**config.mk**
```make
export PLATFORM = sky130hd
export DESIGN_NAME = pipe_timing_seq
export DESIGN_NICKNAME = d
export VERILOG_FILES = /design/src/rtl/pipe_timing_pkg.sv /design/src/rtl/pipe_timing_slot.sv /design/src/rtl/pipe_timing_ctrl.sv /design/src/rtl/pipe_timing_datapath.sv /design/src/rtl/pipe_timing_seq.sv
export SDC_FILE = /design/constraint.sdc
export NUM_CORES = 1
export LEC_CHECK = 0
export CORE_UTILIZATION = 40
export DETAILED_ROUTE_END_ITERATION = 16
export MAX_ROUTING_LAYER = met4
export PLACE_DENSITY = 0.72
export SLEW_MARGIN = 20
export SYNTH_ARGS = -nofsm -noshare
export SYNTH_HDL_FRONTEND = slang
export SYNTH_SLANG_ARGS = --single-unit
```
**constraint.sdc**
```tcl
create_clock -name clk -period 2 [get_ports clk]
set_input_delay 0.2 -clock clk [delete_from_list [all_inputs] [get_ports clk]]
set_output_delay 0.2 -clock clk [all_outputs]
set_load 0.1 [all_outputs]
```
**src/rtl/pipe_timing_pkg.sv**
```systemverilog
`timescale 1ns/1ps
package pipe_timing_pkg;
  typedef enum logic [1:0] {
    MODE_SERIAL = 2'd0,
    MODE_SINGLE = 2'd1,
    MODE_DUAL   = 2'd2,
    MODE_ALIAS  = 2'd3
  } modeT;

  typedef struct packed {
    logic accept;
    logic s1Go;
    logic s2Go;
    logic s3Go;
    logic dispUnit;
    logic exGo;
    logic exUnit;
    logic s5Go;
    logic s6Go;
  } strobeT;
endpackage

```
**src/rtl/pipe_timing_slot.sv**
```systemverilog
`timescale 1ns/1ps
module pipe_timing_slot #(
  parameter int ID_W = 8
) (
  input  logic            clk,
  input  logic            rst,
  input  logic            load,
  input  logic            clear,
  input  logic [ID_W-1:0] dIn,
  output logic            vOut,
  output logic [ID_W-1:0] idOut
);
  always_ff @(posedge clk) begin
    if (rst) begin
      vOut  <= 1'b0;
      idOut <= '0;
    end else if (load) begin
      vOut  <= 1'b1;
      idOut <= dIn;
    end else if (clear) begin
      vOut  <= 1'b0;
    end
  end
endmodule

```
**src/rtl/pipe_timing_ctrl.sv**
```systemverilog
`timescale 1ns/1ps
module pipe_timing_ctrl
  import pipe_timing_pkg::*;
(
  input  logic       clk,
  input  logic       rst,
  input  logic [1:0] modeSel,
  input  logic       inValid,
  input  logic       retReady,
  input  logic       s1Valid,
  input  logic       s2Valid,
  input  logic       s3Valid,
  input  logic [1:0] unitValid,
  input  logic [1:0] unitDone,
  input  logic       s5Valid,
  input  logic       s6Valid,
  output logic       inReady,
  output strobeT     strb
);
  logic dispPtr, exitPtr;
  logic dualMode, serialMode;
  logic s6Free, s5Free, s3Free, s2Free, s1Free, unitFree, upstreamEmpty;

  assign dualMode   = (modeSel == MODE_DUAL);
  assign serialMode = (modeSel == MODE_SERIAL);

  // Ready flows backward: each stage is free when empty or leaving this cycle.
  always_comb begin
    strb          = '0;
    strb.s6Go     = s6Valid & retReady;
    s6Free        = ~s6Valid | retReady;
    strb.s5Go     = s5Valid & s6Free;
    s5Free        = ~s5Valid | strb.s5Go;
    strb.exUnit   = dualMode ? exitPtr : 1'b0;
    strb.exGo     = unitValid[strb.exUnit] & unitDone[strb.exUnit] & s5Free;
    strb.dispUnit = dualMode ? dispPtr : 1'b0;
    unitFree      = ~unitValid[strb.dispUnit] |
                    (strb.exGo & (strb.exUnit == strb.dispUnit));
    strb.s3Go     = s3Valid & unitFree;
    s3Free        = ~s3Valid | strb.s3Go;
    strb.s2Go     = s2Valid & s3Free;
    s2Free        = ~s2Valid | strb.s2Go;
    strb.s1Go     = s1Valid & s2Free;
    s1Free        = ~s1Valid | strb.s1Go;
    upstreamEmpty = ~(s1Valid | s2Valid | s3Valid | (|unitValid) | s5Valid);
    inReady       = serialMode ? (upstreamEmpty & (~s6Valid | strb.s6Go)) : s1Free;
    strb.accept   = inValid & inReady;
  end

  // Dispatch and exit pointers walk the units in the same order, keeping retire order.
  always_ff @(posedge clk) begin
    if (rst || !dualMode) begin
      dispPtr <= 1'b0;
      exitPtr <= 1'b0;
    end else begin
      if (strb.s3Go) dispPtr <= ~dispPtr;
      if (strb.exGo) exitPtr <= ~exitPtr;
    end
  end

  // serial policy never has more than one token anywhere.
  p_serial_single_r4: assert property (@(posedge clk) disable iff (rst)
    (modeSel == MODE_SERIAL) |->
      ($countones({s1Valid, s2Valid, s3Valid, unitValid, s5Valid, s6Valid}) <= 1));

  // a dispatch never lands on a unit still computing.
  p_no_busy_dispatch_r7: assert property (@(posedge clk) disable iff (rst)
    (strb.s3Go && unitValid[strb.dispUnit]) |-> unitDone[strb.dispUnit]);
endmodule

```
**src/rtl/pipe_timing_datapath.sv**
```systemverilog
`timescale 1ns/1ps
module pipe_timing_datapath
  import pipe_timing_pkg::*;
#(
  parameter int ID_W   = 8,
  parameter int CNT_W  = 16,
  parameter int EX_LAT = 2
) (
  input  logic             clk,
  input  logic             rst,
  input  strobeT           strb,
  input  logic [ID_W-1:0]  inId,
  input  logic             retReady,
  output logic             s1Valid,
  output logic             s2Valid,
  output logic             s3Valid,
  output logic [1:0]       unitValid,
  output logic [1:0]       unitDone,
  output logic             s5Valid,
  output logic             s6Valid,
  output logic [ID_W-1:0]  retId,
  output logic [CNT_W-1:0] retireCount,
  output logic [CNT_W-1:0] cycleCount
);
  localparam int TW = $clog2(EX_LAT + 1);
  localparam logic [TW-1:0] LAT = TW'(EX_LAT);

  logic [ID_W-1:0] s1Id, s2Id, s3Id, s5Id;
  logic [1:0][ID_W-1:0] unitId;
  logic [1:0][TW-1:0]   unitCnt;
  logic anyValid;

  pipe_timing_slot #(.ID_W(ID_W)) s1_i (.clk(clk), .rst(rst), .load(strb.accept),
    .clear(strb.s1Go), .dIn(inId), .vOut(s1Valid), .idOut(s1Id));
  pipe_timing_slot #(.ID_W(ID_W)) s2_i (.clk(clk), .rst(rst), .load(strb.s1Go),
    .clear(strb.s2Go), .dIn(s1Id), .vOut(s2Valid), .idOut(s2Id));
  pipe_timing_slot #(.ID_W(ID_W)) s3_i (.clk(clk), .rst(rst), .load(strb.s2Go),
    .clear(strb.s3Go), .dIn(s2Id), .vOut(s3Valid), .idOut(s3Id));
  pipe_timing_slot #(.ID_W(ID_W)) s5_i (.clk(clk), .rst(rst), .load(strb.exGo),
    .clear(strb.s5Go), .dIn(unitId[strb.exUnit]), .vOut(s5Valid), .idOut(s5Id));
  pipe_timing_slot #(.ID_W(ID_W)) s6_i (.clk(clk), .rst(rst), .load(strb.s5Go),
    .clear(strb.s6Go), .dIn(s5Id), .vOut(s6Valid), .idOut(retId));

  for (genvar u = 0; u < 2; u++) begin : g_unit
    logic loadU, clrU;
    assign loadU = strb.s3Go && (strb.dispUnit == 1'(u));
    assign clrU  = strb.exGo && (strb.exUnit == 1'(u));
    assign unitDone[u] = unitValid[u] && (unitCnt[u] == LAT);

    always_ff @(posedge clk) begin
      if (rst) begin
        unitValid[u] <= 1'b0;
        unitId[u]    <= '0;
        unitCnt[u]   <= '0;
      end else if (loadU) begin
        unitValid[u] <= 1'b1;
        unitId[u]    <= s3Id;
        unitCnt[u]   <= TW'(1);
      end else if (clrU) begin
        unitValid[u] <= 1'b0;
      end else if (unitValid[u] && (unitCnt[u] < LAT)) begin
        unitCnt[u]   <= unitCnt[u] + TW'(1);
      end
    end

    // a unit still counting keeps its token.
    p_unit_hold_r3: assert property (@(posedge clk) disable iff (rst)
      (unitValid[u] && !unitDone[u]) |=> (unitValid[u] && $stable(unitId[u])));
  end

  assign anyValid = s1Valid | s2Valid | s3Valid | (|unitValid) | s5Valid | s6Valid;

  always_ff @(posedge clk) begin
    if (rst) begin
      retireCount <= '0;
      cycleCount  <= '0;
    end else begin
      if (strb.s6Go) retireCount <= retireCount + CNT_W'(1);
      if (anyValid)  cycleCount  <= cycleCount + CNT_W'(1);
    end
  end

  // a blocked retire token is held unchanged.
  p_ret_hold_r8: assert property (@(posedge clk) disable iff (rst)
    (s6Valid && !retReady) |=> (s6Valid && $stable(retId)));

  // the retire counter moves only on a handshake.
  p_retire_idle_r9: assert property (@(posedge clk) disable iff (rst)
    !(s6Valid && retReady) |=> $stable(retireCount));

  // reset leaves nothing in flight and clears counters.
  p_reset_empty_r1: assert property (@(posedge clk)
    rst |=> (!s6Valid && !s1Valid && (unitValid == 2'b00) &&
             retireCount == '0 && cycleCount == '0));
endmodule

```
**src/rtl/pipe_timing_seq.sv**
```systemverilog
`timescale 1ns/1ps
module pipe_timing_seq
  import pipe_timing_pkg::*;
#(
  parameter int ID_W   = 8,
  parameter int CNT_W  = 16,
  parameter int EX_LAT = 2
) (
  input  logic             clk,
  input  logic             rst,
  input  logic [1:0]       modeSel,
  input  logic             inValid,
  input  logic [ID_W-1:0]  inId,
  output logic             inReady,
  output logic             retValid,
  output logic [ID_W-1:0]  retId,
  input  logic             retReady,
  output logic [CNT_W-1:0] retireCount,
  output logic [CNT_W-1:0] cycleCount
);
  strobeT strb;
  logic s1Valid, s2Valid, s3Valid, s5Valid, s6Valid;
  logic [1:0] unitValid, unitDone;

  pipe_timing_ctrl ctrl_i (
    .clk(clk), .rst(rst), .modeSel(modeSel), .inValid(inValid), .retReady(retReady),
    .s1Valid(s1Valid), .s2Valid(s2Valid), .s3Valid(s3Valid), .unitValid(unitValid),
    .unitDone(unitDone), .s5Valid(s5Valid), .s6Valid(s6Valid),
    .inReady(inReady), .strb(strb));

  pipe_timing_datapath #(.ID_W(ID_W), .CNT_W(CNT_W), .EX_LAT(EX_LAT)) dp_i (
    .clk(clk), .rst(rst), .strb(strb), .inId(inId), .retReady(retReady),
    .s1Valid(s1Valid), .s2Valid(s2Valid), .s3Valid(s3Valid), .unitValid(unitValid),
    .unitDone(unitDone), .s5Valid(s5Valid), .s6Valid(s6Valid), .retId(retId),
    .retireCount(retireCount), .cycleCount(cycleCount));

  assign retValid = s6Valid;
endmodule

```
==> results.py, run 1 <==
metrics = {
    "critical_path": {
        "endpoint": "inReady",
        "cpMaxStageDelayCell": "dfxtp_1",
        "worstPathRequired_ns": 1.80,
        "startpoint": "ctrl_i.exitPtr$_SDFFE_PP0N_",
        "end_kind": "primary output",
        "reg2regPathDepth": 6,
        "crit_fanout": 3,
        "r2r-end": "dp_i.cycleCount[13]$_SDFFE_PP0P_",
        "rr_startpoint": "dp_i.s5_i.vOut$_SDFFE_PP0P_",
        "critPathLaunchType": "flop",
        "crit_type": "reg -> out",
        "crit_arrival_ns": 1.94,
        "ff2ff_setup_slack_ns": -0.07,
        "path_cells": "nand3b_1, mux2_4, o2111a_2, nand2_1, o21a_2, buf_12",
        "slowest_delay_ns": 0.41,
    },
    "yosys": {
        "synth_ff_type": "dfxtp_1",
        "avgSynthCellArea_um2": 9.35,
        "synth_commonest_cells": "dfxtp_1, nor2_1, mux2i_1",
        "synth_area_leaders": "dfxtp_1, mux2i_1, nand2b_1, nor2_1, xor2_1",
        "ys.warnings.count": 0,
        "synth_async_sr_flop_share_pct": 0,
        "yosysMostFrequentCell": "dfxtp_1",
        "synth.top_cell.area_share_pct": 47.3,
        "synth_edf_count": 0,
        "synth_area_leader_cell": "dfxtp_1",
        "yosysUniqueCellTypes": 46,
        "synth_seq_area_share_pct": 47.3,
        "synth-seq-cells": 101,
        "syn_area_um2": 4270,
        "postSynthCellCount": 457,
        "syn_nets": 475,
    },
    "run_status": {
        "run_status": "finished, violations left",
        "violations": "setup timing",
    },
    "finish": {
        "design_area_um2": 5390,
        "drive_above_1_share_pct": 25.7,
        "diodes": 0,
        "finalNetCount": 551,
        "syn_to_final_growth_pct": 26.1,
        "fin_util_pct": 52.2,
        "stdcell_count": 673,
    },
    "die": {
        "fp.dieH_um": 105,
        "start_util_pct": 41.4,
        "floorplan.die_area_um2": 11100,
        "coreArea_um2": 10300,
        "die_w_um": 105,
        "num_rows": 37,
        "io_pins": 56,
    },
    "clocking": {
        "clk_latency_ns": 0.35,
        "cts_buffers": 9,
        "clkTransAtPathRegs_ns": 0.10,
        "cts_htree_levels": 3,
        "cts_tree": "yes",
        "cts-root-buf": "clkbuf_8",
        "clk_path_buf_depth": 2,
        "numClockSinks": 101,
    },
    "placement": {
        "place_inst": 652,
        "routabilityCongestion": 0.854,
        "dp_hpwl_mm": 5.92,
        "io_buffer_count": 55,
        "pre_cts_ws_ns": -0.258,
        "placed_area_um2": 5120,
    },
    "grt": {
        "grt_usage_pct": 16.3,
        "overflow": 0,
        "grt_pass1_vias": 3087,
        "grt_pass1_wl_mm": 14.3,
        "grt_max_degree": 43,
        "antenna_found_initial": 0,
    },
    "timing": {
        "setup_slack_ns": -0.140,
        "finalHoldWorstSlack_ns": 0.273,
        "rsz0062_at_grt": "yes",
        "final-max-slew-violation-count": 0,
        "fin_crit_ns": 2.14,
        "setup-violations-final": 9,
        "skew_ns": 0.0123,
        "max_slew.worst_pin.slew_ns": 0.478,
        "min_period_over_period_pct": 107,
        "finalHoldViolCount": 0,
        "clock.fmax_mhz": 467,
        "slew_headroom_pct": 68.1,
    },
    "drt": {
        "postRouteWirelength_mm": 8.44,
        "drc_errors": 0,
        "ant_nets": 0,
        "first_iter_violations": 208,
        "first_pass_iters": 5,
        "routedWlPerCell_um": 12.5,
        "vias_per_cell": 5.05,
        "vias": 3399,
    },
    "flow_run": {
        "maxCapViolations": 0,
    },
    "power": {
        "max-vdd-ir-drop_v": 0.000310,
        "p_leak_nw": 2.15,
        "powerDensity_nw_per_um2": 651,
    },
    "hold_path": {
        "hold_class": "in -> reg",
    },
}
## worst min-delay path by stage
stage,from,end,depth (start not counted)
floorplan,retReady,dp_i.retireCount[1]$_SDFFE_PP0P_,2
global placement,dp_i.unitId[11]$_SDFFE_PP0P_,dp_i.unitId[11]$_SDFFE_PP0P_,2
detailed placement,dp_i.unitId[12]$_SDFFE_PP0P_,dp_i.unitId[12]$_SDFFE_PP0P_,2
CTS,rst,dp_i.unitId[13]$_SDFFE_PP0P_,2
global route,rst,dp_i.unitId[13]$_SDFFE_PP0P_,2
finish,rst,dp_i.unitId[13]$_SDFFE_PP0P_,2
## per-layer routing
layer / wire length [um] / GRT usage [%]
met2: 3960 / 25.2
met3: 365 / 2.72
met4: 108 / 6.54
met1: 4010 / 21.1
met5: 0 / -
## stage by stage
step / setup TNS [ns] / power, mW
final: -0.319 / 3.51
after detailed placement: -9.78 / 2.38
after global routing: -1.53 / 3.66
after global placement: -6.70 / 2.37
after CTS: -0.781 / 3.55
after floorplan: 0 / 2.28
## cells in the final DEF, fill, tap and decap left out, types with 17 or more instances in the layout
cell      synthesis  final
dfxtp_1         101     75
buf_4             0     69
nor2_1           52     52
mux2i_1          41     41
nand2b_1         34     34
a21oi_1          26     26
nand3_1          26     24
dfxtp_2           0     24
nand2_1          22     22
o21ai_0          23     21
xor2_1           17     17
## area by class of cell
class	count	area [um^2]
Multi-Input combinational cell	325	2170
Timing Repair Buffer	90	795
Tap cell	136	170
Clock buffer	12	155
Inverter	6	22.5
Fill cell	951	4930
Sequential cell	101	2060
Clock inverter	3	21.3
## worst max-delay path: cells and delay by family, from the launching register on
family | cells | cell delay [ns]
flip-flops | 1 | 0.41
multiplexers | 1 | 0.33
buffers and inverters | 1 | 0.17
AND/OR/NAND/NOR | 2 | 0.24
AO/OA/AOI/OAI | 2 | 0.42
## kinds of logic after synthesis
logic type               Yosys count  share of synthesized area [%]
XOR/XNOR                          31                           6.35
AND/OR/NAND/NOR                  175                           21.2
buffers and inverters             31                           3.07
adder cells (fa/ha/maj)            4                           1.17
AO/OA/AOI/OAI                     73                           11.0
flip-flops                       101                           47.3
multiplexers                      42                           9.87
## flip-flops by register name, summed over array words and instances (netlist names)
name and cells:
dp_i.s6_i.idOut 8, dp_i.s5_i.idOut 8, ctrl_i.dispPtr 1, dp_i.s1_i.vOut 1, dp_i.s3_i.idOut 8, dp_i.s5_i.vOut 1
dp_i.s3_i.vOut 1, dp_i.retireCount 16, ctrl_i.exitPtr 1, dp_i.unitValid 2, dp_i.s6_i.vOut 1, dp_i.unitCnt 4
dp_i.cycleCount 16, dp_i.unitId 16, dp_i.s2_i.idOut 8, dp_i.s1_i.idOut 8, dp_i.s2_i.vOut 1
## power breakdown
part	switching [mW]	internal, mW
Combinational	0.160	0.125
Sequential	0.0205	2.04
Clock	0.652	0.515
Total	0.832	2.68
## what timing repair did
| item | in CTS | in global routing |
|---|---|---|
| pin swaps | 2 | 14 |
| setup buffers | 2 | 4 |
| endpoints found under the setup margin | 1 | 28 |
| gates resized for setup | 1 | 16 |
| hold buffers | 0 | 0 |
Note: power is estimated with default switching activity, not from simulation.
==> inputs of run 2 (changes only) <==
- CAP_MARGIN: default -> 20
- PLACE_DENSITY: 0.72 -> 0.7
- clock period: 2 -> 2.65 ns (I/O delays scaled with it)
==> run 2 against run 1 <==
The run now ends clean. First-iteration DRC count is 3.4% lower. Sequential power is 25% lower. Setup slack better by 0.30 ns. Clock skew is 0.0025 ns lower. Power is 26% lower.
==> results.py, run 2 (synthesized netlist as in run 1, its figures left out) <==
metrics = {
    "placement": {
        "placed_area_um2": 4860,
        "dp_hpwl_mm": 5.62,
        "routabilityCongestion": 0.897,
        "place_inst": 631,
        "io_buffer_count": 55,
        "pre_cts_ws_ns": 0.181,
    },
    "clocking": {
        "clkTransAtPathRegs_ns": 0.10,
        "cts_htree_levels": 3,
        "cts_buffers": 9,
        "clk_path_buf_depth": 2,
        "cts-root-buf": "clkbuf_8",
        "cts_hold_buf": 0,
        "numClockSinks": 101,
        "clk_latency_ns": 0.36,
        "postCtsSetupBuffers": 0,
        "cts_resized": 0,
        "cts_tree": "yes",
    },
    "power": {
        "max-vdd-ir-drop_v": 0.000244,
        "p_leak_nw": 1.97,
        "powerDensity_nw_per_um2": 516,
        "seqPwrFrac_pct": 59.8,
        "cell_internal_pwr_mw": 1.95,
        "comb_power_share_pct": 7.2,
        "p_sw_share_pct": 24.8,
        "switchingPower_mw": 0.645,
        "power_frac_clock_pct": 33.0,
    },
    "timing": {
        "setup_slack_ns": 0.157,
        "final.setup.tns_ns": 0,
        "clock.fmax_mhz": 401,
        "setup-violations-final": 0,
        "fin_crit_ns": 2.49,
        "finalHoldViolCount": 0,
        "min_period_over_period_pct": 94.1,
        "rsz0062_at_grt": "no",
        "slew_headroom_pct": 43.0,
        "final-max-slew-violation-count": 0,
        "skew_ns": 0.00979,
        "max_slew.worst_pin.slew_ns": 0.856,
    },
    "finish": {
        "fill_cells": 995,
        "drive_above_1_share_pct": 15.1,
        "design_area_um2": 5030,
        "fin_util_pct": 48.7,
        "diodes": 0,
        "layout_commonest_cell": "dfxtp_1",
        "stdcell_count": 647,
        "layout_common_cells": "dfxtp_1, nor2_1, buf_4, mux2i_1, nand2b_1",
        "top_regs": "dp_i.cycleCount x16, dp_i.retireCount x16, dp_i.unitId x16",
        "finalNetCount": 524,
        "syn_to_final_growth_pct": 17.7,
    },
    "grt": {
        "grt_max_degree": 57,
        "grt_usage_pct": 16.0,
        "grt_pass1_wl_mm": 14.0,
        "grt_pass1_vias": 3041,
        "overflow": 0,
        "antenna_found_initial": 0,
    },
    "critical_path": {
        "end_kind": "primary output",
        "worstPathRequired_ns": 2.38,
        "cpMaxStageDelayCell": "dfxtp_1",
        "cpMostUsedCell": "nand2_1",
        "crit_arrival_ns": 2.23,
        "critPathLaunchType": "flop",
        "crit_type": "reg -> out",
        "crit_fanout": 8,
        "path_cells": "nand2_1, mux2_2, o2111a_1, nand2_1, o21a_1, buf_12",
        "path_buf_inv": 1,
        "slowest_delay_ns": 0.56,
        "cp_top_family": "flip-flops",
    },
    "die": {
        "start_util_pct": 41.4,
        "coreArea_um2": 10300,
        "num_rows": 37,
        "floorplan.die_area_um2": 11100,
        "io_pins": 56,
        "fp.dieH_um": 105,
        "die_w_um": 105,
    },
    "drt": {
        "first_pass_iters": 4,
        "vias": 3268,
        "postRouteWirelength_mm": 8.06,
        "ant_nets": 0,
        "first_iter_violations": 201,
        "routedWlPerCell_um": 12.5,
        "vias_per_cell": 5.05,
        "drc_errors": 0,
    },
    "run_status": {
        "run_status": "finished, final reports clean",
    },
    "flow_run": {
        "maxCapViolations": 0,
    },
    "hold_path": {
        "hold_class": "in -> reg",
    },
}
[run 2: cell type report]
class | instances | area [um^2] | area share, %
Clock buffer | 10 | 128 | 2.54
Inverter | 6 | 22.5 | 0.448
Timing Repair Buffer | 63 | 526 | 10.5
Clock inverter | 6 | 38.8 | 0.772
Sequential cell | 101 | 2020 | 40.2
Multi-Input combinational cell | 325 | 2120 | 42.2
Tap cell | 136 | 170 | 3.38
[run 2: worst paths after layout]
path / startpoint / to / slack [ns] / cells after the start
worst max register to register: dp_i.s5_i.vOut$_SDFFE_PP0P_ / dp_i.s1_i.idOut[0]$_SDFFE_PP0P_ / 0.57 / 5
worst min-delay path: inId[1] / dp_i.s1_i.idOut[1]$_SDFFE_PP0P_ / 0.47 / 3
worst max-delay path: dp_i.unitValid[1]$_SDFFE_PP0P_ / inReady / 0.16 / 6
worst min register to register: dp_i.unitId[0]$_SDFFE_PP0P_ / dp_i.unitId[0]$_SDFFE_PP0P_ / 0.48 / 2
[run 2: worst register-to-register path, cell delays in order, from the launching register on]
cell and delay [ns]:
dfxtp_1 0.37, or4_4 0.60, o41ai_4 0.34, nand2_2 0.13, a21oi_4 0.34, mux2i_1 0.23
[run 2: routing by layer]
metal / track usage (%) / routed length [um]
met1: 19.4 / 3860
met2: 25.6 / 3670
met3: 4.27 / 395
met4: 5.63 / 128
met5: - / 0
[run 2: power groups by stage]
| stage | clock network [mW] | registers (mW) | logic (mW) |
|---|---|---|---|
| 4_1_cts | 0.894 | 1.55 | 0.189 |
| 3_5_place_dp | 0 | 1.59 | 0.189 |
| 5_1_grt | 0.958 | 1.56 | 0.202 |
| 3_3_place_gp | 0 | 1.59 | 0.185 |
| 2_1_floorplan | 0 | 1.62 | 0.103 |
| 6_report | 0.855 | 1.55 | 0.187 |
[run 2: through the flow]
| stage | power, mW | hold WS [ns] |
|---|---|---|
| final | 2.60 | 0.467 |
| after global routing | 2.72 | 0.463 |
| after CTS | 2.64 | 0.458 |
| after detailed placement | 1.78 | 0.467 |
| after global placement | 1.77 | 0.461 |
| after floorplan | 1.72 | 0.421 |
==> inputs of run 3 (changes only) <==
- ABC_AREA: default -> 1
==> run 3 against run 2 <==
Synthesized area is 0.85% higher. Clock skew is 0.0020 ns higher. Synthesized cell count is 23% higher. Sequential share of layout area is 1.0 points lower. Count of clock-buffer cells in the layout is 1 higher. Fmax is 12% higher. Hold slack worse by 0.013 ns. Power is 13% higher. Non-clock buffer count is 1 lower. Core utilization is 1.0 points higher.
==> results.py, run 3 <==
metrics = {
    "critical_path": {
        "end_kind": "primary output",
        "crit_type": "reg -> out",
        "crit_fanout": 14,
        "crit_arrival_ns": 1.96,
        "reg2regPathDepth": 11,
        "worstPathRequired_ns": 2.38,
        "rr_startpoint": "dp_i.unitCnt[3]$_SDFFE_PP0P_",
        "critPathLaunchType": "flop",
        "r2r-end": "dp_i.unitId[15]$_SDFFE_PP0P_",
        "ff2ff_setup_slack_ns": 0.69,
    },
    "power": {
        "powerDensity_nw_per_um2": 569,
        "max-vdd-ir-drop_v": 0.000266,
        "p_leak_nw": 2.05,
    },
    "finish": {
        "syn_to_final_growth_pct": 19.7,
        "layout_commonest_cell": "nand2_1",
        "top_regs": "dp_i.cycleCount x16, dp_i.retireCount x16, dp_i.unitId x16",
        "diodes": 0,
        "layout_common_cells": "nand2_1, dfxtp_1, inv_1, a21oi_1, nor2_1",
        "drive_above_1_share_pct": 18.1,
        "finalNetCount": 636,
    },
    "run_status": {
        "run_status": "finished, final reports clean",
    },
    "yosys": {
        "yosysMostFrequentCell": "nand2_1",
        "synth_async_sr_flop_share_pct": 0,
        "postSynthCellCount": 563,
        "synth_commonest_cells": "nand2_1, dfxtp_1, inv_1",
        "avgSynthCellArea_um2": 7.65,
        "ys.warnings.count": 0,
        "synth_area_leader_cell": "dfxtp_1",
        "syn_area_um2": 4310,
        "synth.top_cell.area_share_pct": 46.9,
        "synth_edf_count": 0,
        "synth_area_leaders": "dfxtp_1, nand2_1, a21oi_1, inv_1, nor2_1",
        "synth-seq-cells": 101,
        "synth_seq_area_share_pct": 46.9,
        "synth_ff_type": "dfxtp_1",
        "yosysUniqueCellTypes": 42,
        "syn_nets": 581,
    },
    "grt": {
        "grt_pass1_wl_mm": 14.6,
        "antenna_found_initial": 0,
        "overflow": 0,
        "grt_usage_pct": 16.5,
        "grt_pass1_vias": 3238,
        "grt_max_degree": 48,
    },
    "clocking": {
        "cts_resized": 0,
        "cts_tree": "yes",
        "clk_path_buf_depth": 2,
        "cts_hold_buf": 0,
        "numClockSinks": 101,
        "cts-root-buf": "clkbuf_8",
        "clkTransAtPathRegs_ns": 0.09,
        "postCtsSetupBuffers": 0,
        "clk_latency_ns": 0.35,
        "cts_htree_levels": 3,
        "cts_buffers": 9,
    },
    "die": {
        "io_pins": 56,
        "start_util_pct": 41.6,
        "num_rows": 37,
        "floorplan.die_area_um2": 11200,
        "fp.dieH_um": 106,
        "die_w_um": 106,
        "coreArea_um2": 10400,
    },
    "drt": {
        "ant_nets": 0,
        "first_iter_violations": 115,
        "routedWlPerCell_um": 11.1,
        "drc_errors": 0,
        "vias_per_cell": 4.72,
        "first_pass_iters": 4,
        "vias": 3586,
        "postRouteWirelength_mm": 8.45,
    },
    "timing": {
        "finalHoldWorstSlack_ns": 0.454,
        "min_period_over_period_pct": 84.1,
        "slew_headroom_pct": 49.1,
        "skew_ns": 0.0118,
        "clock.fmax_mhz": 449,
        "final.setup.tns_ns": 0,
        "fin_crit_ns": 2.23,
        "final-max-slew-violation-count": 0,
        "finalHoldViolCount": 0,
        "rsz0062_at_grt": "no",
        "setup-violations-final": 0,
        "max_slew.worst_pin.slew_ns": 0.761,
    },
    "hold_path": {
        "whs_path_depth": 2,
        "worstHoldStart": "dp_i.s2_i.idOut[3]$_SDFFE_PP0P_",
        "hold_class": "reg -> reg",
        "whs_endpoint": "dp_i.s2_i.idOut[3]$_SDFFE_PP0P_",
    },
    "placement": {
        "dp_hpwl_mm": 6.13,
        "io_buffer_count": 55,
        "routabilityCongestion": 0.804,
    },
    "flow_run": {
        "maxCapViolations": 0,
    },
}
-- run 3: cell types whose count changed after synthesis, sizes merged, moves of 12 or more --
| cell | before | now |
|---|---|---|
| a21oi | 28 | 70 |
| inv | 6 | 70 |
| mux2i | 41 | 0 |
| nand2 | 23 | 126 |
| nand2b | 34 | 0 |
| o21ai | 23 | 44 |
| xnor2 | 14 | 2 |
| xor2 | 17 | 2 |
-- run 3: power breakdown --
part / leakage [nW] / total, mW / switching (mW) / internal [mW]
Combinational: 1.11 / 0.203 / 0.132 / 0.0710
Sequential: 0.818 / 1.56 / 0.0204 / 1.54
Clock: 0.120 / 1.17 / 0.511 / 0.657
Total: 2.05 / 2.94 / 0.664 / 2.27
-- run 3: kinds of logic (layout without fill, tap and decap cells) --
kind of cell	Yosys count	in the layout	share of synthesized area [%]
xor gates and xnor gates	4	4	0.813
AOI/OAI and AO/OA	125	125	15.8
adders and majority gates	4	4	1.16
and+or+nand+nor	241	241	27.1
buffers and inverters	88	148	8.25
DFF	101	101	46.9
-- run 3: area by class of cell --
| cell class | count | area (um^2) |
|---|---|---|
| flip-flops and latches | 101 | 2020 |
| inverters | 70 | 263 |
| fillers | 1045 | 5210 |
| repair buffers | 62 | 523 |
| clock inverters | 5 | 106 |
| clock buffers | 11 | 141 |
| well taps | 136 | 170 |
| multi-input cells | 374 | 1930 |
-- run 3: worst max-delay path, cell delays in order, from the launching register on --
cell,delay [ns]
dfxtp_1,0.39
ha_1,0.18
nand2_1,0.06
nand4_1,0.09
nand3_2,0.09
nor2_2,0.22
nor2_8,0.07
nand4_4,0.08
nand2_2,0.07
nand2_4,0.16
buf_12,0.20
-- run 3: through the flow --
stage                     power [mW]  area (um^2)  cells  setup WS (ns)  utilization (%)
after CTS                       2.97         5160    759          0.386             49.7
after global placement          1.80         4910    743          0.467             47.3
after detailed placement        1.81         4910    743          0.343             47.3
after global routing            3.07         5160    759          0.244             49.7
after floorplan                 1.75         4310    563          0.225                -
final                           2.94         5160    759          0.421             49.7
-- run 3: layer usage --
layer	track usage, %	up-vias	share of wire (%)
met5	-	-	0
met4	7.24	0	1.5
met3	2.54	8	3.4
met2	25.6	59	45
met1	21.4	1594	50
li1	-	1925	-
-- run 3: how the worst max path moves through the flow --
stage / startpoint / to / slack [ns] / depth (start not counted)
6_report: dp_i.unitCnt[3]$_SDFFE_PP0P_ / inReady / 0.42 / 10
5_1_grt: dp_i.unitCnt[2]$_SDFFE_PP0P_ / inReady / 0.24 / 11
4_1_cts: dp_i.unitCnt[3]$_SDFFE_PP0P_ / inReady / 0.39 / 10
3_5_place_dp: modeSel[1] / dp_i.unitId[15]$_SDFFE_PP0P_ / 0.34 / 11
3_3_place_gp: modeSel[1] / dp_i.unitId[15]$_SDFFE_PP0P_ / 0.47 / 11
2_1_floorplan: dp_i.s6_i.vOut$_SDFFE_PP0P_ / dp_i.retireCount[15]$_SDFFE_PP0P_ / 0.23 / 11
